<file path="src/rtl/sdcfg_pkg.sv">
package sdcfg_pkg;

    localparam int DW   = 32;
    localparam int PA_W = 32;

    // internal register indices
    localparam logic [DW-1:0] OFF_ERR0  = 32'h00;
    localparam logic [DW-1:0] OFF_ERR1  = 32'h08;
    localparam logic [DW-1:0] OFF_EADR  = 32'h10;
    localparam logic [DW-1:0] OFF_CFG   = 32'h20;
    localparam logic [DW-1:0] OFF_STAT  = 32'h24;
    localparam logic [DW-1:0] OFF_RFSH  = 32'h30;
    localparam logic [DW-1:0] OFF_PWR   = 32'h34;
    localparam logic [DW-1:0] OFF_BANK0 = 32'h40;
    localparam logic [DW-1:0] OFF_TIME  = 32'h80;
    localparam logic [DW-1:0] OFF_ECFG  = 32'h94;
    localparam logic [DW-1:0] OFF_ESYN  = 32'h98;

    // write masks and forced bits
    localparam logic [DW-1:0] CFG_KEEP  = 32'hFFE0_0000;
    localparam logic [DW-1:0] RFSH_KEEP = 32'h3FF8_0000;
    localparam logic [DW-1:0] PWR_KEEP  = 32'hF800_0000;
    localparam logic [DW-1:0] PWR_FORCE = 32'h07C0_0000;
    localparam logic [DW-1:0] BANK_KEEP = 32'hFFDE_E001;
    localparam logic [DW-1:0] ECFG_KEEP = 32'h00F0_0000;
    localparam logic [DW-1:0] ESYN_KEEP = 32'hFFF0_F000;

    // reset values
    localparam logic [DW-1:0] CFG_RST   = 32'h0080_0000;
    localparam logic [DW-1:0] RFSH_RST  = 32'h05F0_0000;
    localparam logic [DW-1:0] PWR_RST   = 32'h07C0_0000;

    localparam logic [DW-1:0] READ_ONES = 32'hFFFF_FFFF;
    localparam logic [2:0]    CODE_BAD  = 3'd7;
    localparam logic [PA_W:0] BANK_UNIT = 33'h0_0040_0000;

    typedef enum logic [3:0] {
        SEL_ERR0, SEL_ERR1, SEL_EADR, SEL_CFG, SEL_STAT, SEL_RFSH,
        SEL_PWR, SEL_BANK, SEL_TIME, SEL_ECFG, SEL_ESYN, SEL_NONE
    } reg_sel_e;

    typedef struct packed {
        logic [8:0]  base_hi;
        logic [2:0]  gap_a;
        logic [2:0]  size_code;
        logic [15:0] gap_b;
        logic        en;
    } bank_word_t;

    function automatic reg_sel_e classify(input logic [DW-1:0] idx, input int nbanks);
        reg_sel_e s;
        if (idx == OFF_ERR0)      s = SEL_ERR0;
        else if (idx == OFF_ERR1) s = SEL_ERR1;
        else if (idx == OFF_EADR) s = SEL_EADR;
        else if (idx == OFF_CFG)  s = SEL_CFG;
        else if (idx == OFF_STAT) s = SEL_STAT;
        else if (idx == OFF_RFSH) s = SEL_RFSH;
        else if (idx == OFF_PWR)  s = SEL_PWR;
        else if (idx == OFF_TIME) s = SEL_TIME;
        else if (idx == OFF_ECFG) s = SEL_ECFG;
        else if (idx == OFF_ESYN) s = SEL_ESYN;
        else if (idx >= OFF_BANK0 && idx < OFF_BANK0 + 32'(4 * nbanks) && idx[1:0] == 2'b00)
            s = SEL_BANK;
        else s = SEL_NONE;
        return s;
    endfunction

    function automatic logic [PA_W:0] bank_span(input logic [2:0] code);
        return BANK_UNIT << code;
    endfunction

endpackage

</file>
<file path="src/rtl/sdcfg_regs.sv">
module sdcfg_regs
    import sdcfg_pkg::*;
#(
    parameter int NUM_BANKS = 4
) (
    input  logic                          clk,
    input  logic                          rst,
    input  logic                          idx_wr,
    input  logic                          win_wr,
    input  logic [DW-1:0]                 wdata,
    output logic [DW-1:0]                 rd_idx,
    output logic [DW-1:0]                 rd_win,
    output logic                          ctrl_en,
    output logic [NUM_BANKS-1:0][DW-1:0]  bank_q,
    output logic                          ecc_irq
);
    localparam int BNW = (NUM_BANKS > 1) ? $clog2(NUM_BANKS) : 1;

    logic [DW-1:0] idx_q, err0_q, err1_q, eadr_q, cfg_q, rfsh_q, pwr_q, ecfg_q, esyn_q;
    logic [1:0]    stat_q;
    logic          irq_q;
    reg_sel_e      sel;
    logic [BNW-1:0] bnum;
    logic [DW-1:0] cfg_new, esyn_new;

    assign sel      = classify(idx_q, NUM_BANKS);
    assign bnum     = idx_q[2 +: BNW];
    assign cfg_new  = wdata & CFG_KEEP;
    assign esyn_new = wdata & ESYN_KEEP;

    always_ff @(posedge clk) begin
        if (rst) begin
            idx_q  <= '0;
            err0_q <= '0;
            err1_q <= '0;
            eadr_q <= '0;
            cfg_q  <= CFG_RST;
            stat_q <= 2'b00;
            rfsh_q <= RFSH_RST;
            pwr_q  <= PWR_RST;
            ecfg_q <= '0;
            esyn_q <= '0;
            irq_q  <= 1'b0;
            bank_q <= '0;
        end else begin
            if (idx_wr) idx_q <= wdata;
            if (win_wr) begin
                case (sel)
                    SEL_ERR0: err0_q <= err0_q & ~wdata;
                    SEL_ERR1: err1_q <= err1_q & ~wdata;
                    SEL_EADR: eadr_q <= wdata;
                    SEL_CFG: begin
                        if (!cfg_q[31] && cfg_new[31])      stat_q[1] <= 1'b0;
                        else if (cfg_q[31] && !cfg_new[31]) stat_q[1] <= 1'b1;
                        stat_q[0] <= cfg_new[30];
                        cfg_q     <= cfg_new;
                    end
                    SEL_RFSH: rfsh_q <= wdata & RFSH_KEEP;
                    SEL_PWR:  pwr_q  <= (wdata & PWR_KEEP) | PWR_FORCE;
                    SEL_BANK: bank_q[bnum] <= wdata & BANK_KEEP;
                    SEL_ECFG: ecfg_q <= wdata & ECFG_KEEP;
                    SEL_ESYN: begin
                        esyn_q <= esyn_new;
                        irq_q  <= |esyn_new;
                    end
                    default: ;
                endcase
            end
        end
    end

    always_comb begin
        case (sel)
            SEL_ERR0: rd_win = err0_q;
            SEL_ERR1: rd_win = err1_q;
            SEL_EADR: rd_win = eadr_q;
            SEL_CFG:  rd_win = cfg_q;
            SEL_STAT: rd_win = {stat_q, 30'b0};
            SEL_RFSH: rd_win = rfsh_q;
            SEL_PWR:  rd_win = pwr_q;
            SEL_BANK: rd_win = bank_q[bnum];
            SEL_ECFG: rd_win = ecfg_q;
            SEL_ESYN: rd_win = esyn_q;
            default:  rd_win = READ_ONES;
        endcase
    end

    assign rd_idx  = idx_q;
    assign ctrl_en = cfg_q[31];
    assign ecc_irq = irq_q;

    // enable transitions are mirrored in status bit 31
    assert_en_rise_R4: assert property (@(posedge clk) disable iff (rst)
        $rose(cfg_q[31]) |-> !stat_q[1]);
    assert_en_fall_R4: assert property (@(posedge clk) disable iff (rst)
        $fell(cfg_q[31]) |-> stat_q[1]);
    assert_stat30_R4: assert property (@(posedge clk) disable iff (rst)
        stat_q[0] == cfg_q[30]);
    // forced power-management bits never drop
    assert_pwr_force_R5: assert property (@(posedge clk) disable iff (rst)
        pwr_q[26:22] == 5'h1F);
    // interrupt tracks a nonzero syndrome
    assert_irq_track_R10: assert property (@(posedge clk) disable iff (rst)
        irq_q == (esyn_q != '0));

endmodule

</file>
<file path="src/rtl/sdcfg_bank_match.sv">
module sdcfg_bank_match
    import sdcfg_pkg::*;
(
    input  logic [DW-1:0]   bank_word,
    input  logic            ctrl_en,
    input  logic [PA_W-1:0] paddr,
    output logic            hit
);
    bank_word_t      bw;
    logic [PA_W:0]   lo, hi, a;
    logic            live;

    assign bw   = bank_word_t'(bank_word);
    assign lo   = {1'b0, bw.base_hi, 23'b0};
    assign hi   = lo + bank_span(bw.size_code);
    assign a    = {1'b0, paddr};
    assign live = bw.en && ctrl_en && (bw.size_code != CODE_BAD);
    assign hit  = live && (a >= lo) && (a < hi);
endmodule

</file>
<file path="src/rtl/sdcfg_prio.sv">
module sdcfg_prio #(
    parameter int N = 4
) (
    input  logic [N-1:0] req,
    output logic [N-1:0] grant,
    output logic         none
);
    assign grant = req & (~req + N'(1));
    assign none  = ~|req;
endmodule

</file>
<file path="src/rtl/sdcfg_unit.sv">
module sdcfg_unit
    import sdcfg_pkg::*;
#(
    parameter int BUS_AW    = 10,
    parameter int NUM_BANKS = 4
) (
    input  logic                 clk,
    input  logic                 rst,
    input  logic                 bus_sel,
    input  logic                 bus_we,
    input  logic [BUS_AW-1:0]    bus_addr,
    input  logic [DW-1:0]        bus_wdata,
    output logic [DW-1:0]        bus_rdata,
    input  logic [PA_W-1:0]      phys_addr,
    output logic [NUM_BANKS-1:0] bank_hit,
    output logic                 bank_miss,
    output logic                 ecc_irq
);
    localparam logic [BUS_AW-1:0] PORT_IDX  = BUS_AW'(16'h10);
    localparam logic [BUS_AW-1:0] PORT_DATA = BUS_AW'(16'h11);

    logic                         idx_wr, win_wr, ctrl_en;
    logic [DW-1:0]                rd_idx, rd_win;
    logic [NUM_BANKS-1:0][DW-1:0] bank_q;
    logic [NUM_BANKS-1:0]         raw_hit;

    assign idx_wr = bus_sel && bus_we && (bus_addr == PORT_IDX);
    assign win_wr = bus_sel && bus_we && (bus_addr == PORT_DATA);

    sdcfg_regs #(.NUM_BANKS(NUM_BANKS)) u_regs (
        .clk(clk), .rst(rst), .idx_wr(idx_wr), .win_wr(win_wr),
        .wdata(bus_wdata), .rd_idx(rd_idx), .rd_win(rd_win),
        .ctrl_en(ctrl_en), .bank_q(bank_q), .ecc_irq(ecc_irq)
    );

    always_comb begin
        if (!bus_sel)                   bus_rdata = '0;
        else if (bus_addr == PORT_IDX)  bus_rdata = rd_idx;
        else if (bus_addr == PORT_DATA) bus_rdata = rd_win;
        else                            bus_rdata = '0;
    end

    for (genvar i = 0; i < NUM_BANKS; i++) begin : g_bank
        sdcfg_bank_match u_match (
            .bank_word(bank_q[i]), .ctrl_en(ctrl_en),
            .paddr(phys_addr), .hit(raw_hit[i])
        );
        // a reserved size code never claims
        assert_code7_R9: assert property (@(posedge clk) disable iff (rst)
            (bank_q[i][19:17] == 3'd7) |-> !bank_hit[i]);
    end

    sdcfg_prio #(.N(NUM_BANKS)) u_prio (
        .req(raw_hit), .grant(bank_hit), .none(bank_miss)
    );

    // single winner, miss exactly when none
    assert_onehot_R8: assert property (@(posedge clk) disable iff (rst)
        $onehot0(bank_hit) && (bank_miss == (bank_hit == '0)));
    // nothing claims while the controller is off
    assert_gate_R7: assert property (@(posedge clk) disable iff (rst)
        (|bank_hit) |-> ctrl_en);

endmodule

</file>
<file path="config.mk">
export PLATFORM = sky130hd
export DESIGN_NAME = sdcfg_unit
export DESIGN_NICKNAME = d
export VERILOG_FILES = /design/src/rtl/sdcfg_pkg.sv /design/src/rtl/sdcfg_regs.sv /design/src/rtl/sdcfg_bank_match.sv /design/src/rtl/sdcfg_prio.sv /design/src/rtl/sdcfg_unit.sv
export SDC_FILE = /design/constraint.sdc
export NUM_CORES = 1
export LEC_CHECK = 0
export BUFFER_PORTS_ARGS = -buffer_cell sky130_fd_sc_hd__buf_2
export CAP_MARGIN = 5
export CELL_PAD_IN_SITES_DETAIL_PLACEMENT = 1
export CELL_PAD_IN_SITES_GLOBAL_PLACEMENT = 2
export CORE_ASPECT_RATIO = 2
export CORE_UTILIZATION = 35
export CTS_BUF_LIST = sky130_fd_sc_hd__clkbuf_4
export CTS_CLUSTER_SIZE = 24
export DETAILED_ROUTE_END_ITERATION = 8
export HOLD_SLACK_MARGIN = 0.03
export PLACE_DENSITY = 0.72
export SKIP_CTS_REPAIR_TIMING = 1
export SLEW_MARGIN = 10
export SYNTH_ARGS = -nofsm -noshare
export SYNTH_HDL_FRONTEND = slang
export SYNTH_HIERARCHICAL = 1
export SYNTH_SLANG_ARGS = --single-unit
</file>
<file path="constraint.sdc">
create_clock -name clk -period 3.6 [get_ports clk]
set_input_delay 0 -clock clk [delete_from_list [all_inputs] [get_ports clk]]
set_output_delay 0 -clock clk [all_outputs]
set_load 0.1 [all_outputs]
</file>
After elaboration in Yosys (flattened, before gate mapping)
Index checks and enable logic that the tools add are counted.
{ "totals": {"inputBits": 78, "register_bits": 306, "word_cells": 131} }
{ "op_classes": {"bitwise_logic": 5, "shift": 4, "eq_ne": 24, "addsub": 5, "magnitude_cmp": 12, "mux": 22, "reduce_logical": 43} }
{ "ops": {"columns": ["cell", "n"], "rows": [
  ["one-hot mux 32 bit (10 select lines)", 1],
  ["two-way mux 32 bit", 5],
  ["adder 32 x 33 -> 33 bit", 4],
  ["< comparator 32 x 33 -> 1 bit", 4],
  ["<< shifter 23 x 3 -> 33 bit (first input constant)", 4],
  ["bitwise mux 128 bit", 1],
  ["equality test 32 x 6 -> 1 bit (second input constant)", 4],
  ["greater-or-equal comparator 32 bit", 4],
  ["equality test 32 x 8 -> 1 bit (second input constant)", 3],
  ["bitwise AND 32 bit", 2],
  ["binary-select mux 32 bit (select 2 bit)", 1],
  ["demux 32 bit (select 2 bit)", 1],
  ["two-way mux 4 bit", 11],
  ["equality test 32 x 4 -> 1 bit (second input constant)", 1],
  ["equality test 32 x 5 -> 1 bit (second input constant)", 1],
  ["greater-or-equal comparator 32 x 7 -> 1 bit (second input constant)", 1],
  ["zero test 32 bit", 1],
  ["< comparator 32 x 7 -> 1 bit (second input constant)", 1],
  ["inverter 32 bit", 1],
  ["logical AND 1 bit", 24],
  ["equality test 10 x 5 -> 1 bit (second input constant)", 2],
  ["AND reduction 2 bit", 9],
  ["equality test 4 x 3 -> 1 bit (second input constant)", 4],
  ["OR reduction 16 bit", 1],
  ["16 further kinds", 24]
]} }

Logic depth before layout (Yosys ltp)
{ "logic_depth": {"depth_word": 19, "mapped_depth": 16} }

Modules after synthesis
The synthesis kept the hierarchy.
{ "by_module_without_submodules": {"columns": ["mod", "seq_area_each_um2", "cells_per_inst", "n_inst", "area_per_inst_um2"], "rows": [
  ["sdcfg_regs", 4984.8, 1185, 1, 11431.0],
  ["sdcfg_bank_match", 0.0, 120, 4, 893.4],
  ["sdcfg_unit", 0.0, 87, 1, 887.1],
  ["sdcfg_prio", 0.0, 5, 1, 51.3]
]} }

Worst setup path before layout
No wires, ideal clock.
{ "synth_path": {"path_type": "register to output", "from": "register u_regs/bank_q[82] (netlist name)", "to": "output bank_hit[2]", "stages_incl_launch_ff": 15, "arrival_time_ns": 5.160, "required_time_ns": 3.600, "n_path_buf": 0, "path_slack_ns": -1.560, "cell_sequence": "dfxtp_1 > or3b_2 > fa_1 > nor2b_1 > o21ai_0 > a21oi_1 > nor3_1 > xor2_1 > ha_1 > nor2_1 > nand2_1 > a211oi_1 > o21ai_0 > a221oi_2 > nor3b_1"} }
{ "synth_via": {"elab_chain_cells": 7, "elab_cells_between_ends": 10, "cone_classes": "add/sub (2); order compare (1); eq/ne (1); shift (1); bitwise (2); reduce/logical (3)"} }
{ "synth_rtl": {"columns": ["item", "line", "rtl"], "rows": [
  ["start, declared", "sdcfg_regs.sv:14", "output logic [NUM_BANKS-1:0][DW-1:0] bank_q,"],
  ["start signal, assigned by index", "sdcfg_regs.sv:60", "SEL_BANK: bank_q[bnum] <= wdata & BANK_KEEP;"],
  ["<< shifter 23 x 3 -> 33 bit or inequality test 3 bit (tied branches)", "sdcfg_pkg.sv:69, sdcfg_bank_match.sv:17", null],
  ["adder 32 x 33 -> 33 bit or logical AND 1 bit (tied branches)", "sdcfg_bank_match.sv:15, sdcfg_bank_match.sv:17", null],
  ["< comparator 32 x 33 -> 1 bit or logical AND 1 bit (tied branches)", "sdcfg_bank_match.sv:18", "assign hit = live && (a >= lo) && (a < hi);"],
  ["logical AND 1 bit *", "sdcfg_bank_match.sv:18", null],
  ["named net raw_hit[2]", "sdcfg_unit.sv:25", "logic [NUM_BANKS-1:0] raw_hit;"],
  ["inverter 4 bit", "sdcfg_prio.sv:8", "assign grant = req & (~req + N'(1));"],
  ["adder 4 x 1 -> 4 bit", "sdcfg_prio.sv:8", null],
  ["bitwise AND 4 bit *", "sdcfg_prio.sv:8", null],
  ["end, declared", "sdcfg_unit.sv:15", "output logic [NUM_BANKS-1:0] bank_hit,"]
]} }
The timed path passes the listed nets; every way through them passes the cells marked *.

Worst setup path after layout
{ "layout_path": {"from": "register u_regs/bank_q[114] (netlist name)", "to": "output bank_hit[3]"} }
Same word-level chain as after synthesis.

==> run metrics <==
max_slew headroom 0.367; Crit Path Class reg -> out; first-pass GRT wire length 89.7 mm; CP Launch Type flop; critical path arrival 4.13 ns; Final #Nets 2,082; worst-path cell chain or3b_4 -> fa_2 -> nor2b_2 -> o21ai_2 -> a21oi_2 -> nor3_2 -> xor2_1 -> ha_2 -> nor2_2 -> nand2_1 -> a211oi_2 -> o21ai_2 -> a221oi_4 -> nor4b_4 -> buf_12; Worst Hold Class in -> reg; Via density 5.65; Starting Density 0.357; Syn-to-layout area delta 22.7%; total CTS buffers 54; CTS tree built; Post-Syn Instances 1,700; DRC 0; syn_nets 1,887; f_max 242 MHz; post-route total power 5.41 mW; final setup margin -0.530 ns; # setup viols final 5; CP required 3.60 ns; Crit. End Element output pin; Setup Slack @ Placement -0.0583 ns; Routed Antenna Nets 0; vias 14,000; CP max stage cell or3b_4; GPL Wtd Cong 0.901; Syn Area/Cell 9.13 um2; Crit path max-delay family simple AND/OR/NAND/NOR gates; die width 151 um; initial antenna violation count 1; number of H-tree levels 2; failing checks negative setup slack; Max Transition Viols Final 0; hpwl dp 44.7 mm; pwr/cell area 284 nW/um2; Most common cell on crit path o21ai_2; Initial DRT Pass Iterations 5; Max Clock Skew 0.0568 ns; clk_lat worst skew 0.73 ns; clock root cell clkbuf_4; Boundary Pins 116; synth warn 6; critical path's largest stage delay 0.41 ns; final wirelength 60.7 mm; gr usage total 0.266; min cycle time layout 4.13 ns; RSZ-0062 raised after global routing yes; vias in the first global route 14,900; Core ar. 43,500 um2; Mapped Area 15,500 um2; period utilisation layout 1.15; Cell Rows 108; status complete, but fails checks; Max clock buf depth 3; Clk pin slew, worst setup/hold paths 0.08 ns; Buf/Inv on CP 1; DIE AREA 45,200 um2; # port buffers 115; Hold Vio Cnt, Final 0; Routed WL per cell 24.4 um; Peak supply drop 0.208 mV; share of cells above drive strength 1 0.256; Tightest Pin Transition 0.941 ns; largest net degree at the start of global routing 100; leak pwr 7.82 nW; DRT iter0 DRCs 553; fin util 0.438; max cap viols 0; Die Span Y 300 um; gr ovfl total 0; Clock Sinks 249; worst-path maximum fanout 8
per-layer routing:
layer,part of all wire,GRT usage,vias to the layer above
met2,0.56,0.519,350
met5,0,0,-
li1,-,-,6554
met3,0.027,0.0241,173
met1,0.35,0.256,6964
met4,0.072,0.174,0
path summary, 6_finish.rpt:
kind                            end                from  slack [ns]  depth (start not counted)
setup reg to reg  u_regs/err1_q[18]    u_regs/rd_idx[5]        0.95                          8
hold reg to reg   u_regs/err1_q[21]   u_regs/err1_q[21]        0.45                          2
setup / recovery        bank_hit[3]  u_regs/bank_q[114]       -0.53                         15
hold / removal     u_regs/cfg_q[30]         bus_addr[6]        0.03                          7
flip-flops by register name, summed over array words and instances (netlist names):
signal	cells
u_regs/bank_q	72
u_regs/cfg_q	11
u_regs/eadr_q	32
u_regs/ecc_irq	1
u_regs/ecfg_q	4
u_regs/err0_q	32
u_regs/err1_q	32
u_regs/esyn_q	16
u_regs/pwr_q	5
u_regs/rd_idx	32
u_regs/rfsh_q	11
u_regs/stat_q	1
placed cells by master, fill, tap and decap left out, types with 12 or more instances in the layout:
cell / n
nand4_1: 21
nor3_1: 17
nand3_1: 20
a222oi_1: 22
o21ai_0: 29
nand2b_1: 73
nor2_1: 186
ha_1: 96
mux4_2: 21
a22oi_1: 16
inv_1: 57
buf_4: 101
nor4_2: 35
mux2i_1: 182
nor4_1: 24
a21oi_1: 120
buf_2: 77
buf_12: 43
dlygate4sd3_1: 41
xor2_1: 16
nand2_1: 109
nor2b_1: 18
a21o_1: 13
nor4_4: 12
dfxtp_1: 233
clkbuf_4: 82
o211ai_1: 12
where the power goes:
| group | switching (mW) | total [mW] | internal [mW] |
|---|---|---|---|
| logic | 0.260 | 0.411 | 0.151 |
| registers | 0.000123 | 2.74 | 2.74 |
| clock network | 1.15 | 2.25 | 1.10 |
| total | 1.41 | 5.41 | 4.00 |
layout make-up:
class                   count  area [um2]
multi-input cells        1260        9880
well taps                 550         688
clock buffers              82         616
repair buffers            270        2540
clock inverters            12        71.3
inverters                  60         225
diodes                      1        2.50
fillers                  5074       24500
flip-flops and latches    249        5030
through the flow:
stage / cell area, um2 / hold WS [ns] / cells / setup TNS [ns]
floorplan: 15600 / 0.0878 / 1700 / -0.650
global placement: 17300 / 0.232 / 2317 / 0
detailed placement: 17300 / 0.233 / 2317 / -0.0967
CTS: 18000 / -0.539 / 2411 / -5.88
global route: 19000 / 0.0402 / 2484 / -3.40
finish: 19000 / 0.0338 / 2484 / -2.19
worst reg2reg max path, delay by kind of cell, from the launching register on:
kind                   cells  cell delay (ns)
DFF                        1             0.36
buffers and inverters      4             0.95
AOI/OAI and AO/OA          1             0.12
and+or+nand+nor            3             1.09
Note: power is estimated with default switching activity, not from simulation.
